==> src/rtl/irq_count_pkg.sv <==
package irq_count_pkg;

  // Word offsets inside the register window
  localparam int OFS_COUNT   = 'h00;
  localparam int OFS_INDEX   = 'h04;
  localparam int OFS_CLRALL  = 'h08;
  localparam int OFS_LINEOFF = 'h0C;
  localparam int OFS_LINEON  = 'h10;

  // Strobes from the decoder to the datapath
  typedef struct packed {
    logic rdCount;
    logic rdIndex;
    logic clrAll;
    logic lineOff;
    logic lineOn;
  } ctlStrobes_t;

endpackage

==> src/rtl/irq_count_ctl.sv <==
module irq_count_ctl
  import irq_count_pkg::*;
#(
  parameter int ADDR_W = 12,
  parameter int DATA_W = 32,
  parameter int IDX_W  = 5
) (
  input  logic              busSel,
  input  logic              busWr,
  input  logic [ADDR_W-1:0] busAddr,
  input  logic [DATA_W-1:0] busWdata,
  output ctlStrobes_t       strobes,
  output logic [IDX_W-1:0]  lineIdx,
  output logic              busErr
);

  logic unusedHi;
  assign unusedHi = ^busWdata[DATA_W-1:IDX_W];

  assign lineIdx = busWdata[IDX_W-1:0];

  always_comb begin
    strobes = '0;
    busErr  = 1'b0;
    if (busSel) begin
      case (busAddr)
        ADDR_W'(OFS_COUNT):   strobes.rdCount = !busWr;
        ADDR_W'(OFS_INDEX):   strobes.rdIndex = !busWr;
        ADDR_W'(OFS_CLRALL):  strobes.clrAll  = busWr;
        ADDR_W'(OFS_LINEOFF): strobes.lineOff = busWr;
        ADDR_W'(OFS_LINEON):  strobes.lineOn  = busWr;
        default:              busErr = 1'b1;
      endcase
    end
  end

endmodule

==> src/rtl/irq_count_dp.sv <==
module irq_count_dp
  import irq_count_pkg::*;
#(
  parameter int NUM_LINES = 32,
  parameter int DATA_W    = 32,
  parameter int IDX_W     = 5,
  parameter int CNT_W     = 6
) (
  input  logic                 clk,
  input  logic                 rst,
  input  logic [NUM_LINES-1:0] reqIn,
  input  ctlStrobes_t          strobes,
  input  logic [IDX_W-1:0]     lineIdx,
  output logic [NUM_LINES-1:0] levelQ,
  output logic [NUM_LINES-1:0] enableQ,
  output logic [CNT_W-1:0]     pendCount,
  output logic [DATA_W-1:0]    rdData,
  output logic                 irqOut,
  output logic                 fiqOut
);

  logic [NUM_LINES-1:0] prevQ;
  logic [NUM_LINES-1:0] fastQ;
  logic [NUM_LINES-1:0] setNew, clrNew, lvlMid, lvlNext, enNext, pendMask;
  logic [CNT_W-1:0]     cntMid, cntNext;
  logic [IDX_W-1:0]     firstIdx;
  logic                 idxOk;

  function automatic logic [CNT_W-1:0] popCount(input logic [NUM_LINES-1:0] v);
    logic [CNT_W-1:0] n;
    n = '0;
    for (int i = 0; i < NUM_LINES; i++) n = n + CNT_W'(v[i]);
    return n;
  endfunction

  // Per-line change detection against the previous sample
  for (genvar g = 0; g < NUM_LINES; g++) begin : gLine
    assign setNew[g] = reqIn[g] & ~prevQ[g] & ~levelQ[g];
    assign clrNew[g] = ~reqIn[g] & prevQ[g] & levelQ[g];
  end

  assign idxOk = 32'(lineIdx) < NUM_LINES;

  always_comb begin
    // line updates first
    lvlMid = (levelQ | setNew) & ~clrNew;
    cntMid = pendCount + popCount(setNew & enableQ) - popCount(clrNew & enableQ);
    // then the register write
    lvlNext = lvlMid;
    enNext  = enableQ;
    cntNext = cntMid;
    if (strobes.clrAll) begin
      lvlNext = '0;
      cntNext = '0;
    end else if (strobes.lineOn && idxOk && !enableQ[lineIdx]) begin
      enNext[lineIdx] = 1'b1;
      if (lvlMid[lineIdx]) cntNext = cntMid + 1'b1;
    end else if (strobes.lineOff && idxOk && enableQ[lineIdx]) begin
      enNext[lineIdx] = 1'b0;
      if (lvlMid[lineIdx]) cntNext = cntMid - 1'b1;
    end
  end

  always_ff @(posedge clk) begin
    if (rst) begin
      prevQ     <= '0;
      levelQ    <= '0;
      enableQ   <= '0;
      pendCount <= '0;
      fastQ     <= '0;
    end else begin
      prevQ     <= reqIn;
      levelQ    <= lvlNext;
      enableQ   <= enNext;
      pendCount <= cntNext;
    end
  end

  assign pendMask = levelQ & enableQ;

  always_comb begin
    firstIdx = '0;
    for (int i = NUM_LINES - 1; i >= 0; i--)
      if (pendMask[i]) firstIdx = IDX_W'(i);
  end

  always_comb begin
    rdData = '0;
    if (strobes.rdCount)      rdData = DATA_W'(pendCount);
    else if (strobes.rdIndex) rdData = DATA_W'(firstIdx);
  end

  assign irqOut = |pendMask;
  assign fiqOut = |(levelQ & fastQ);

endmodule

==> src/rtl/irq_count_ctrl.sv <==
module irq_count_ctrl
  import irq_count_pkg::*;
#(
  parameter int NUM_LINES = 32,
  parameter int ADDR_W    = 12,
  parameter int DATA_W    = 32
) (
  input  logic                 clk,
  input  logic                 rst,
  input  logic [NUM_LINES-1:0] reqIn,
  input  logic                 busSel,
  input  logic                 busWr,
  input  logic [ADDR_W-1:0]    busAddr,
  input  logic [DATA_W-1:0]    busWdata,
  output logic [DATA_W-1:0]    busRdata,
  output logic                 busErr,
  output logic                 irqOut,
  output logic                 fiqOut
);

  localparam int IDX_W = (NUM_LINES > 1) ? $clog2(NUM_LINES) : 1;
  localparam int CNT_W = $clog2(NUM_LINES + 1);

  ctlStrobes_t          strobes;
  logic [IDX_W-1:0]     lineIdx;
  logic [NUM_LINES-1:0] levelQ, enableQ;
  logic [CNT_W-1:0]     pendCount;

  irq_count_ctl #(.ADDR_W(ADDR_W), .DATA_W(DATA_W), .IDX_W(IDX_W)) u_ctl (
    .busSel(busSel), .busWr(busWr), .busAddr(busAddr), .busWdata(busWdata),
    .strobes(strobes), .lineIdx(lineIdx), .busErr(busErr)
  );

  irq_count_dp #(.NUM_LINES(NUM_LINES), .DATA_W(DATA_W), .IDX_W(IDX_W), .CNT_W(CNT_W)) u_dp (
    .clk(clk), .rst(rst), .reqIn(reqIn), .strobes(strobes), .lineIdx(lineIdx),
    .levelQ(levelQ), .enableQ(enableQ), .pendCount(pendCount),
    .rdData(busRdata), .irqOut(irqOut), .fiqOut(fiqOut)
  );

endmodule

==> config.mk <==
export PLATFORM = sky130hd
export DESIGN_NAME = irq_count_ctrl
export DESIGN_NICKNAME = d
export VERILOG_FILES = /design/src/rtl/irq_count_pkg.sv /design/src/rtl/irq_count_ctl.sv /design/src/rtl/irq_count_dp.sv /design/src/rtl/irq_count_ctrl.sv
export SDC_FILE = /design/constraint.sdc
export NUM_CORES = 1
export LEC_CHECK = 0
export CORE_AREA = 2 2 163 165
export DETAILED_ROUTE_END_ITERATION = 16
export DIE_AREA = 0 0 165 167
export DONT_BUFFER_PORTS = 1
export PLACE_DENSITY = 0.55
export SYNTH_ARGS = -nofsm -noshare
export SYNTH_HDL_FRONTEND = slang
export SYNTH_SLANG_ARGS = --single-unit
==> constraint.sdc <==
create_clock -name clk -period 6 [get_ports clk]
set_input_delay 0.3 -clock clk [delete_from_list [all_inputs] [get_ports clk]]
set_output_delay 0.3 -clock clk [all_outputs]
set_load 0.01 [all_outputs]
Word level (Yosys, flattened, before mapping)

Index checks and enable logic that the tools add are counted.

Output and inout bits: 35
Word-level logic and storage cells: 375
Flip-flop bits (word level): 102
Input bits: 80

Mux-type cells: 54
Order comparisons: 2
Equal/unequal tests: 4
Bitwise logic cells: 234
Reduce and logical (&&, ||, !) cells: 11
Add/subtract/negate cells: 66

Operator list:

| operator                                                                     | number |
|---|---|
| 6-bit by 1-bit adder with 6-bit output                                       | 60 |
| 5-bit 2-to-1 mux                                                             | 34 |
| 32-bit AND                                                                   | 5 |
| 1-bit AND                                                                    | 128 |
| 1-bit inverter                                                               | 97 |
| 32-bit 2-to-1 mux                                                            | 3 |
| 32-bit inverter                                                              | 2 |
| 32-bit bitwise OR                                                            | 2 |
| 32-bit OR reduction                                                          | 1 |
| 12-bit by 4-bit equality test with 1-bit output, second input constant       | 2 |
| 6-bit 2-to-1 mux                                                             | 4 |
| 12-bit by 3-bit equality test with 1-bit output, second input constant       | 1 |
| 12-bit by 5-bit equality test with 1-bit output, second input constant       | 1 |
| 12-bit logical NOT                                                           | 1 |
| 1-bit binary-select mux with 5-bit select                                    | 2 |
| 1-bit 2-to-1 mux                                                             | 10 |
| 6-bit by 1-bit adder with 6-bit output, second input constant                | 1 |
| 6-bit adder                                                                  | 1 |
| 5-bit by 6-bit less-than comparator with 1-bit output, second input constant | 1 |
| 6-bit by 1-bit subtractor with 6-bit output, second input constant           | 1 |
| 6-bit subtractor                                                             | 1 |
| 1-bit demux with 5-bit select                                                | 1 |
| 5-bit by 1-bit >= comparator with 1-bit output, second input constant        | 1 |
| 5-bit OR reduction                                                           | 1 |
| other kinds (6)                                                              | 10 |

Logic depth before layout (Yosys ltp)

Gate-level depths: netlist of the first run.

Depth in word-level cells: 41
Depth in mapped cells: 26
Depth with buffers taken out: 26

Hierarchy

A second synthesis of the first run with hierarchy kept.

Cells, all modules: 901
Area total of the unflattened synthesis: 7,822.5 µm²

By module, submodules not included:

| module        | area each (µm²) | sequential area each (µm²) | cells each | times used |
|---|---|---|---|---|
| irq_count_dp  | 7,677.4         | 2,042.0                    | 880        | 1 |
| irq_count_ctl | 145.1           | 0.0                        | 21         | 1 |

Least setup slack after synthesis of the first run

Ideal clock, no wire load.

Path type: reg2reg
From: register u_dp.levelQ[1]
To: register u_dp.pendCount[5]
Stages on the path, launching flop included: 25
Arrival time: 6,385 ps
Required time: 5,872 ps
Buffers on the path: 0
Clock period less this slack: 6,512 ps
Library setup time: 128 ps
Setup slack: -512 ps
Cells stage by stage: dfxtp_1 > nand2_1 > nor2_1 > ha_1 > inv_1 > fa_1 > fa_1 > inv_1 > fa_1 > inv_1 > fa_1 > fa_1 > fa_1 > fa_1 > inv_1 > fa_1 > inv_1 > ha_1 > fa_1 > nor3_1 > nand4_1 > nor3_1 > o21ai_0 > xnor2_1 > nor2_1

Word-level cells in the longest chain between the ends: 40
Elaborated cells on any way between the ends: 80
Classes of those cells: add/sub (66); mux (6); bitwise (8)

RTL lines:

| what                                                 | RTL line           | RTL |
|---|---|---|
| from (decl)                                          | irq_count_dp.sv:14 | `output logic [NUM_LINES-1:0] levelQ,` |
| from (signal assigned)                               | irq_count_dp.sv:73 | `levelQ <= lvlNext;` |
| 1-bit inverter                                       | irq_count_dp.sv:38 | `assign setNew[g] = reqIn[g] & ~prevQ[g] & ~levelQ[g];` |
| 1-bit AND                                            | irq_count_dp.sv:38 |  |
| 32-bit AND                                           | irq_count_dp.sv:47 | `cntMid = pendCount + popCount(setNew & enableQ) - popCount(clrNew & enableQ);` |
| 1-bit by 1-bit adder with 2-bit output               | irq_count_dp.sv:32 | `for (int i = 0; i < NUM_LINES; i++) n = n + CNT_W'(v[i]);` |
| 6-bit by 1-bit adder with 6-bit output (30 in a row) | irq_count_dp.sv:32 |  |
| 6-bit adder                                          | irq_count_dp.sv:47 |  |
| 6-bit subtractor                                     | irq_count_dp.sv:47 |  |
| 6-bit by 1-bit subtractor with 6-bit output          | irq_count_dp.sv:60 | `if (lvlMid[lineIdx]) cntNext = cntMid - 1'b1;` |
| 6-bit 2-to-1 mux                                     | irq_count_dp.sv:60 |  |
| 6-bit 2-to-1 mux                                     | irq_count_dp.sv:58 | `end else if (strobes.lineOff && idxOk && enableQ[lineIdx]) begin` |
| 6-bit 2-to-1 mux *                                   | irq_count_dp.sv:55 | `end else if (strobes.lineOn && idxOk && !enableQ[lineIdx]) begin` |
| to (signal assigned)                                 | irq_count_dp.sv:75 | `pendCount <= cntNext;` |
| to (decl)                                            | irq_count_dp.sv:16 | `output logic [CNT_W-1:0] pendCount,` |

Mark *: on every way between the ends. The rest lies on a longest branch, timed or not. The select of a mux whose other input is x is not followed.
A chain may end at the register's enable or synchronous reset.

Worst setup path in the final report of the first run

From: register u_dp.prevQ[20]
To: register u_dp.pendCount[5]

Word-level cells in the longest chain between the ends: 22
Elaborated cells on any way between the ends: 44
Classes of those cells: add/sub (28); mux (6); bitwise (10)

RTL lines:

| what                                                 | RTL line           | RTL |
|---|---|---|
| from (decl)                                          | irq_count_dp.sv:22 | `logic [NUM_LINES-1:0] prevQ;` |
| from (signal assigned)                               | irq_count_dp.sv:72 | `prevQ <= reqIn;` |
| 1-bit inverter                                       | irq_count_dp.sv:38 |  |
| 1-bit AND (2 in a row)                               | irq_count_dp.sv:38 |  |
| 32-bit AND                                           | irq_count_dp.sv:47 |  |
| 6-bit by 1-bit adder with 6-bit output (12 in a row) | irq_count_dp.sv:32 |  |
| 6-bit adder                                          | irq_count_dp.sv:47 |  |
| 6-bit subtractor                                     | irq_count_dp.sv:47 |  |
| 6-bit by 1-bit subtractor with 6-bit output          | irq_count_dp.sv:60 |  |
| 6-bit 2-to-1 mux                                     | irq_count_dp.sv:60 |  |
| 6-bit 2-to-1 mux                                     | irq_count_dp.sv:58 |  |
| 6-bit 2-to-1 mux *                                   | irq_count_dp.sv:55 |  |

Marked as above.

==> results of run 1 <==
-- cells in the mapped netlist, types with 22 or more instances --
| cell | count | area [um2] |
|---|---|---|
| a21oi_1 | 39 | 195 |
| dfxtp_1 | 102 | 2040 |
| nand2b_1 | 57 | 357 |
| and3b_1 | 22 | 193 |
| nand2_1 | 56 | 210 |
| fa_1 | 59 | 1180 |
| nor2_1 | 74 | 278 |
| buf_4 | 28 | 210 |
| mux2i_1 | 28 | 280 |
| nor2b_1 | 60 | 375 |
| inv_1 | 78 | 293 |
| nor3_1 | 31 | 155 |
-- worst max-delay path by stage --
stage / slack (ns) / startpoint / endpoint / cells after the start
6_report: -0.47 / u_dp.prevQ[20]$_SDFF_PP0_ / u_dp.pendCount[5]$_SDFF_PP0_ / 22
5_1_grt: -0.70 / u_dp.prevQ[1]$_SDFF_PP0_ / u_dp.pendCount[5]$_SDFF_PP0_ / 24
4_1_cts: -0.45 / u_dp.prevQ[8]$_SDFF_PP0_ / u_dp.pendCount[5]$_SDFF_PP0_ / 22
3_5_place_dp: -0.52 / reqIn[20] / u_dp.pendCount[5]$_SDFF_PP0_ / 22
3_3_place_gp: -0.50 / reqIn[20] / u_dp.pendCount[5]$_SDFF_PP0_ / 22
2_1_floorplan: -0.20 / reqIn[4] / u_dp.pendCount[5]$_SDFF_PP0_ / 22
-- repair_timing --
action | in CTS | in global routing
setup endpoints to repair | 5 | 5
setup buffers | 2 | 3
hold buffers | 2 | 0
hold endpoints to repair | 3 | 0
pin swaps | 12 | 23
gates resized for setup | 16 | 36
-- logic make-up after synthesis --
kind of cell	after synthesis	share of synthesized area
buffers and inverters	138	0.0860
flip-flops	102	0.268
AO/OA/AOI/OAI	117	0.100
other	1	0.000492
adder cells (fa/ha/maj)	80	0.189
XOR/XNOR	10	0.0115
multiplexers	37	0.0589
AND/OR/NAND/NOR	388	0.286
-- power by group --
| part | switching [mW] | internal (mW) |
|---|---|---|
| clock | 0.297 | 0.291 |
| sequential | 0.0207 | 0.707 |
| combinational | 0.0894 | 0.0763 |
-- cells in the final DEF (no fill, tap or decap), types with 6 or more instances in the layout --
| master | netlist | routed |
|---|---|---|
| dfxtp_1 | 102 | 90 |
| buf_4 | 28 | 87 |
| inv_1 | 78 | 73 |
| nor2_1 | 74 | 69 |
| nand2b_1 | 57 | 55 |
| nand2_1 | 56 | 54 |
| nor2b_1 | 60 | 52 |
| fa_1 | 59 | 50 |
| a21oi_1 | 39 | 38 |
| mux2i_1 | 28 | 28 |
| nor3_1 | 31 | 27 |
| conb_1 | 1 | 27 |
| and3b_1 | 22 | 19 |
| nand3b_1 | 18 | 18 |
| ha_1 | 19 | 15 |
| nand3_1 | 14 | 13 |
| nand4_1 | 12 | 12 |
| o21ai_0 | 16 | 12 |
| dfxtp_2 | 0 | 12 |
| or4_1 | 9 | 9 |
| a211oi_1 | 9 | 9 |
| fa_2 | 0 | 9 |
| clkbuf_16 | 0 | 9 |
| and3_1 | 6 | 6 |
| nor2b_2 | 0 | 6 |
| mux4_2 | 6 | 6 |
-- layout make-up --
cell class,count,area share
inverters,78,0.0326
well taps,335,0.0466
clock buffers,10,0.0255
multi-input cells,659,0.583
repair buffers,91,0.0774
clock inverters,6,0.00626
flip-flops and latches,102,0.229
-- through the flow --
stage,util,total power [mW]
after global placement,0.329,0.900
final,0.349,1.48
after CTS,0.344,1.49
after detailed placement,0.329,0.902
after global routing,0.349,1.55
after floorplan,-,0.871
-- worst max-delay path, delay by kind of cell (launching register included) --
family                     cells  cell delay (ns)
adders and majority gates     10             4.63
buffers and inverters          4             0.22
DFF                            1             0.32
and+or+nand+nor                6             0.86
AOI/OAI and AO/OA              1             0.09
xor gates and xnor gates       1             0.20
-- metal layers --
| metal | share of wire | up-vias | track usage |
|---|---|---|---|
| li1 | - | 3039 | - |
| met1 | 0.44 | 3132 | 0.237 |
| met2 | 0.47 | 193 | 0.283 |
| met3 | 0.063 | 32 | 0.0476 |
| met4 | 0.027 | 0 | 0.0544 |
| met5 | 0 | - | 0 |
==> impl_metrics.json, run 1 <==
{
  "status": "finished, violations left",
  "violations": "setup timing",
  "antenna_found_initial": 0,
  "required_ns": 6.23,
  "drv_slew": 0,
  "syn_area_mm2": 0.00762,
  "startpoint_type": "flop",
  "synth.yosys.seq_area_share": 0.268,
  "hold_slack_ns": 0.0201,
  "drt_first_pass_iters": 5,
  "hold_depth": 1,
  "cts_buffers": 9,
  "antenna_cells": 0,
  "synth-edff-count": 0,
  "totalWireLength_mm": 24.1,
  "drt_iter0_markers": 469,
  "r2r_cells": 22,
  "relSlewSlack": 0.435,
  "setup_violations": 4,
  "p_per_area_mw_per_mm2": 165,
  "avgRoutedWirePerCell_um": 18.8,
  "async_flop_share": 0,
  "seq_area_mm2": 0.00206,
  "dpl.hpwl_mm": 18.5,
  "grt_pass1_wl_mm": 36.8,
  "dp_slack_ns": -0.523,
  "yosysWarnings": 0,
  "fin_crit_sh": 1.08,
  "cts_buffer_depth": 2,
  "areaGrowthSynthToFinish_pct": 18.0,
  "globalplace.congestion": 0.883,
  "grt_setup_unrepaired": "yes",
  "clock_skew_ns": 0.00977,
  "period_minus_slack_ns": 6.47,
  "grt-ovfl-total": 0,
  "ant_nets": 0,
  "hold_class": "input pin to flop",
  "cp_slowest_cell": "fa_1",
  "grt_max_degree": 64,
  "cts_htree_levels": 3,
  "die_h_um": 167,
  "fin_tns_setup_ns": -1.40,
  "cts.sinks": 102,
  "grt_usage": 0.179,
  "critPathMaxStageDelay_ns": 0.58,
  "vdd_drop_max_mv": 0.135,
  "io_pins": 115,
  "place_inst": 1258,
  "die_area_mm2": 0.0276,
  "fin_nets": 1099,
  "routed-via-count": 6396,
  "drive_gt1_frac": 0.193,
  "arrival_ns": 6.70,
  "hold_viol": 0,
  "fin_cells": 1281,
  "ys_seq_elements": 102,
  "tightest_slew_ns": 0.836,
  "grt_pass1_vias": 6206,
  "reg2reg_to": "u_dp.pendCount[5]$_SDFF_PP0_",
  "synth-main-ff-cell": "dfxtp_1",
  "initial_core_util": 0.296,
  "drc_errors": 0,
  "num_rows": 59,
  "leakage_nw": 3.61,
  "final_cell_area_mm2": 0.00899,
  "cp-end-kind": "flop",
  "multi_input_area_mm2": 0.00524,
  "setup_ws_ns": -0.472,
  "cp_common_cell": "fa_1",
  "dpl_cell_area_mm2": 0.00847,
  "avgSynthCellArea_um2": 8.73,
  "min-delay-start": "rst",
  "critPathMaxFanout": 4,
  "clkTransAtPathRegs_ns": 0.08,
  "crit_type": "flop to flop",
  "fillerInstances": 2668,
  "r2r_slack_ns": -0.47,
  "reg2reg_from": "u_dp.prevQ[20]$_SDFF_PP0_",
  "syn_inst": 873,
  "cts_tree": "built",
  "maxCapViolCount": 0,
  "clock_latency_ns": 0.36,
  "cts_root_buffer": "clkbuf_16",
  "port_buffers": 0,
  "timing.fmax_ghz": 0.155,
  "viasPerCell": 4.99,
  "coreArea_mm2": 0.0258,
  "crit_chain": "nor2b_2 > and3b_2 > fa_1 > fa_2 > fa_1 > inv_1 > fa_1 > inv_1 > fa_1 > fa_1 > fa_1 > inv_2 > fa_1 > inv_2 > ha_4 > fa_2 > nor3_2 > nand4_1 > nor3_1 > o21ai_1 > xnor2_1 > nor2_1",
  "die_width_um": 165,
  "synth_cell_types": 66
}
Note: power is estimated with default switching activity, not from simulation.
==> inputs of run 2 (changes only) <==
TNS_END_PERCENT = 20   (was default)
==> run 2 against run 1 <==
  * The run still ends with setup timing left
  * Worst setup slack got worse by 0.075 ns
  * Clock-buffer cell count rose by 1
  * Combinational power barely moved
  * Sequential share of layout area rose by 0.18 points
  * Die area did not move
  * Via count fell by 0.94%
  * Highest routed layer unchanged
==> impl_metrics.json, run 2 (synthesis results as in run 1) <==
{
  "ant_nets": 0,
  "p_per_area_mw_per_mm2": 168,
  "timing.fmax_ghz": 0.153,
  "globalplace.congestion": 0.922,
  "setup_violations": 4,
  "required_ns": 6.23,
  "fin_nets": 1099,
  "grt_max_degree": 66,
  "cts_root_buffer": "clkbuf_16",
  "vdd_drop_max_mv": 0.0938,
  "period_minus_slack_ns": 6.55,
  "status": "finished, violations left",
  "grt_pass1_wl_mm": 36.7,
  "most-common-layout-cells": "dfxtp_1, buf_4, inv_1",
  "die_h_um": 167,
  "mostFrequentLayoutCell": "dfxtp_1",
  "die_width_um": 165,
  "areaGrowthSynthToFinish_pct": 16.7,
  "cts_tree": "built",
  "die_area_mm2": 0.0276,
  "cp-end-kind": "flop",
  "cts_buffer_depth": 2,
  "post-route-util": 0.345,
  "hold_viol": 0,
  "grt-ovfl-total": 0,
  "maxCapViolCount": 0,
  "place_inst": 1262,
  "port_buffers": 0,
  "drt_first_pass_iters": 7,
  "hold_class": "input pin to flop",
  "drive_gt1_frac": 0.168,
  "leakage_nw": 3.62,
  "grt_setup_unrepaired": "yes",
  "io_pins": 115,
  "fin_cells": 1281,
  "tightest_slew_ns": 0.918,
  "totalWireLength_mm": 23.7,
  "drv_slew": 0,
  "relSlewSlack": 0.379,
  "r2r_slack_ns": -0.55,
  "hold_slack_ns": 0.0102,
  "antenna_found_initial": 0,
  "arrival_ns": 6.78,
  "cts_buffers": 9,
  "viasPerCell": 4.95,
  "clkTransAtPathRegs_ns": 0.07,
  "grt_pass1_vias": 6233,
  "avgRoutedWirePerCell_um": 18.5,
  "drc_errors": 0,
  "cts.sinks": 102,
  "coreArea_mm2": 0.0258,
  "violations": "setup timing",
  "drt_iter0_markers": 425,
  "setup_ws_ns": -0.546,
  "routed-via-count": 6336,
  "clock_skew_ns": 0.0137,
  "startpoint_type": "flop",
  "antenna_cells": 0,
  "clock_latency_ns": 0.37,
  "cts_htree_levels": 3,
  "dpl.hpwl_mm": 18.5,
  "fin_tns_setup_ns": -1.72,
  "fin_crit_sh": 1.09,
  "crit_type": "flop to flop",
  "grt_usage": 0.177,
  "num_rows": 59,
  "critPathMaxFanout": 5,
  "initial_core_util": 0.296
}
[run 2: final cells by class]
type                       count  area [um2]
fill                        2669       16900
multi-input combinational    659        5150
sequential                   102        2050
timing repair buffer          91         686
tap                          335         419
inverter                      78         293
clock buffer                  11         253
clock inverter                 5        38.8
[run 2: power breakdown]
| part | leakage (nW) | switching (mW) | internal, mW | total (mW) |
|---|---|---|---|---|
| logic | 2.64 | 0.0906 | 0.0769 | 0.168 |
| clock network | 0.143 | 0.292 | 0.309 | 0.601 |
| registers | 0.842 | 0.0191 | 0.707 | 0.726 |
| total | 3.62 | 0.402 | 1.09 | 1.49 |
[run 2: stage by stage]
stage	setup WS [ns]	area, um2	power, mW
2_1_floorplan	-0.266	7760	0.870
3_3_place_gp	-0.575	8480	0.902
3_5_place_dp	-0.613	8480	0.904
4_1_cts	-0.541	8810	1.50
5_1_grt	-0.772	8890	1.55
6_report	-0.546	8890	1.49
[run 2: path summary, 6_finish.rpt]
check                                  from  depth (start not counted)                           end
setup / recovery  u_dp.levelQ[0]$_SDFF_PP0_                         24  u_dp.pendCount[5]$_SDFF_PP0_
hold / removal                          rst                          1      u_dp.prevQ[2]$_SDFF_PP0_
setup reg to reg  u_dp.levelQ[0]$_SDFF_PP0_                         24  u_dp.pendCount[5]$_SDFF_PP0_
hold reg to reg                        flop                          2                          flop
[run 2: routing by layer]
| metal | vias to the layer above | part of all wire | global-route usage |
|---|---|---|---|
| met5 | - | 0 | 0 |
| met4 | 0 | 0.026 | 0.0597 |
| met3 | 29 | 0.058 | 0.0326 |
| met2 | 185 | 0.48 | 0.289 |
| met1 | 3076 | 0.43 | 0.234 |
| li1 | 3046 | - | - |
[run 2: critical path: stages (launching register included)]
cell     delay, ns
dfxtp_2       0.32
nand2_1       0.12
nor2_2        0.04
ha_1          0.28
inv_2         0.04
fa_2          0.50
fa_1          0.51
inv_1         0.05
fa_1          0.50
inv_2         0.05
fa_2          0.58
fa_2          0.44
fa_2          0.38
fa_1          0.50
inv_1         0.05
fa_1          0.56
inv_2         0.05
ha_4          0.16
fa_2          0.41
xor2_4        0.22
buf_4         0.14
nor3_2        0.15
o21ai_1       0.10
xnor2_1       0.20
nor2_1        0.05
[run 2: repair_timing]
| action | 4_1_cts | 5_1_grt |
|---|---|---|
| setup endpoints to repair | 5 | 5 |
| hold buffers | 1 | 0 |
| buffers inserted | 0 | 2 |
| pin swaps | 11 | 9 |
| hold endpoints to repair | 2 | 0 |
| resized for setup | 8 | 19 |
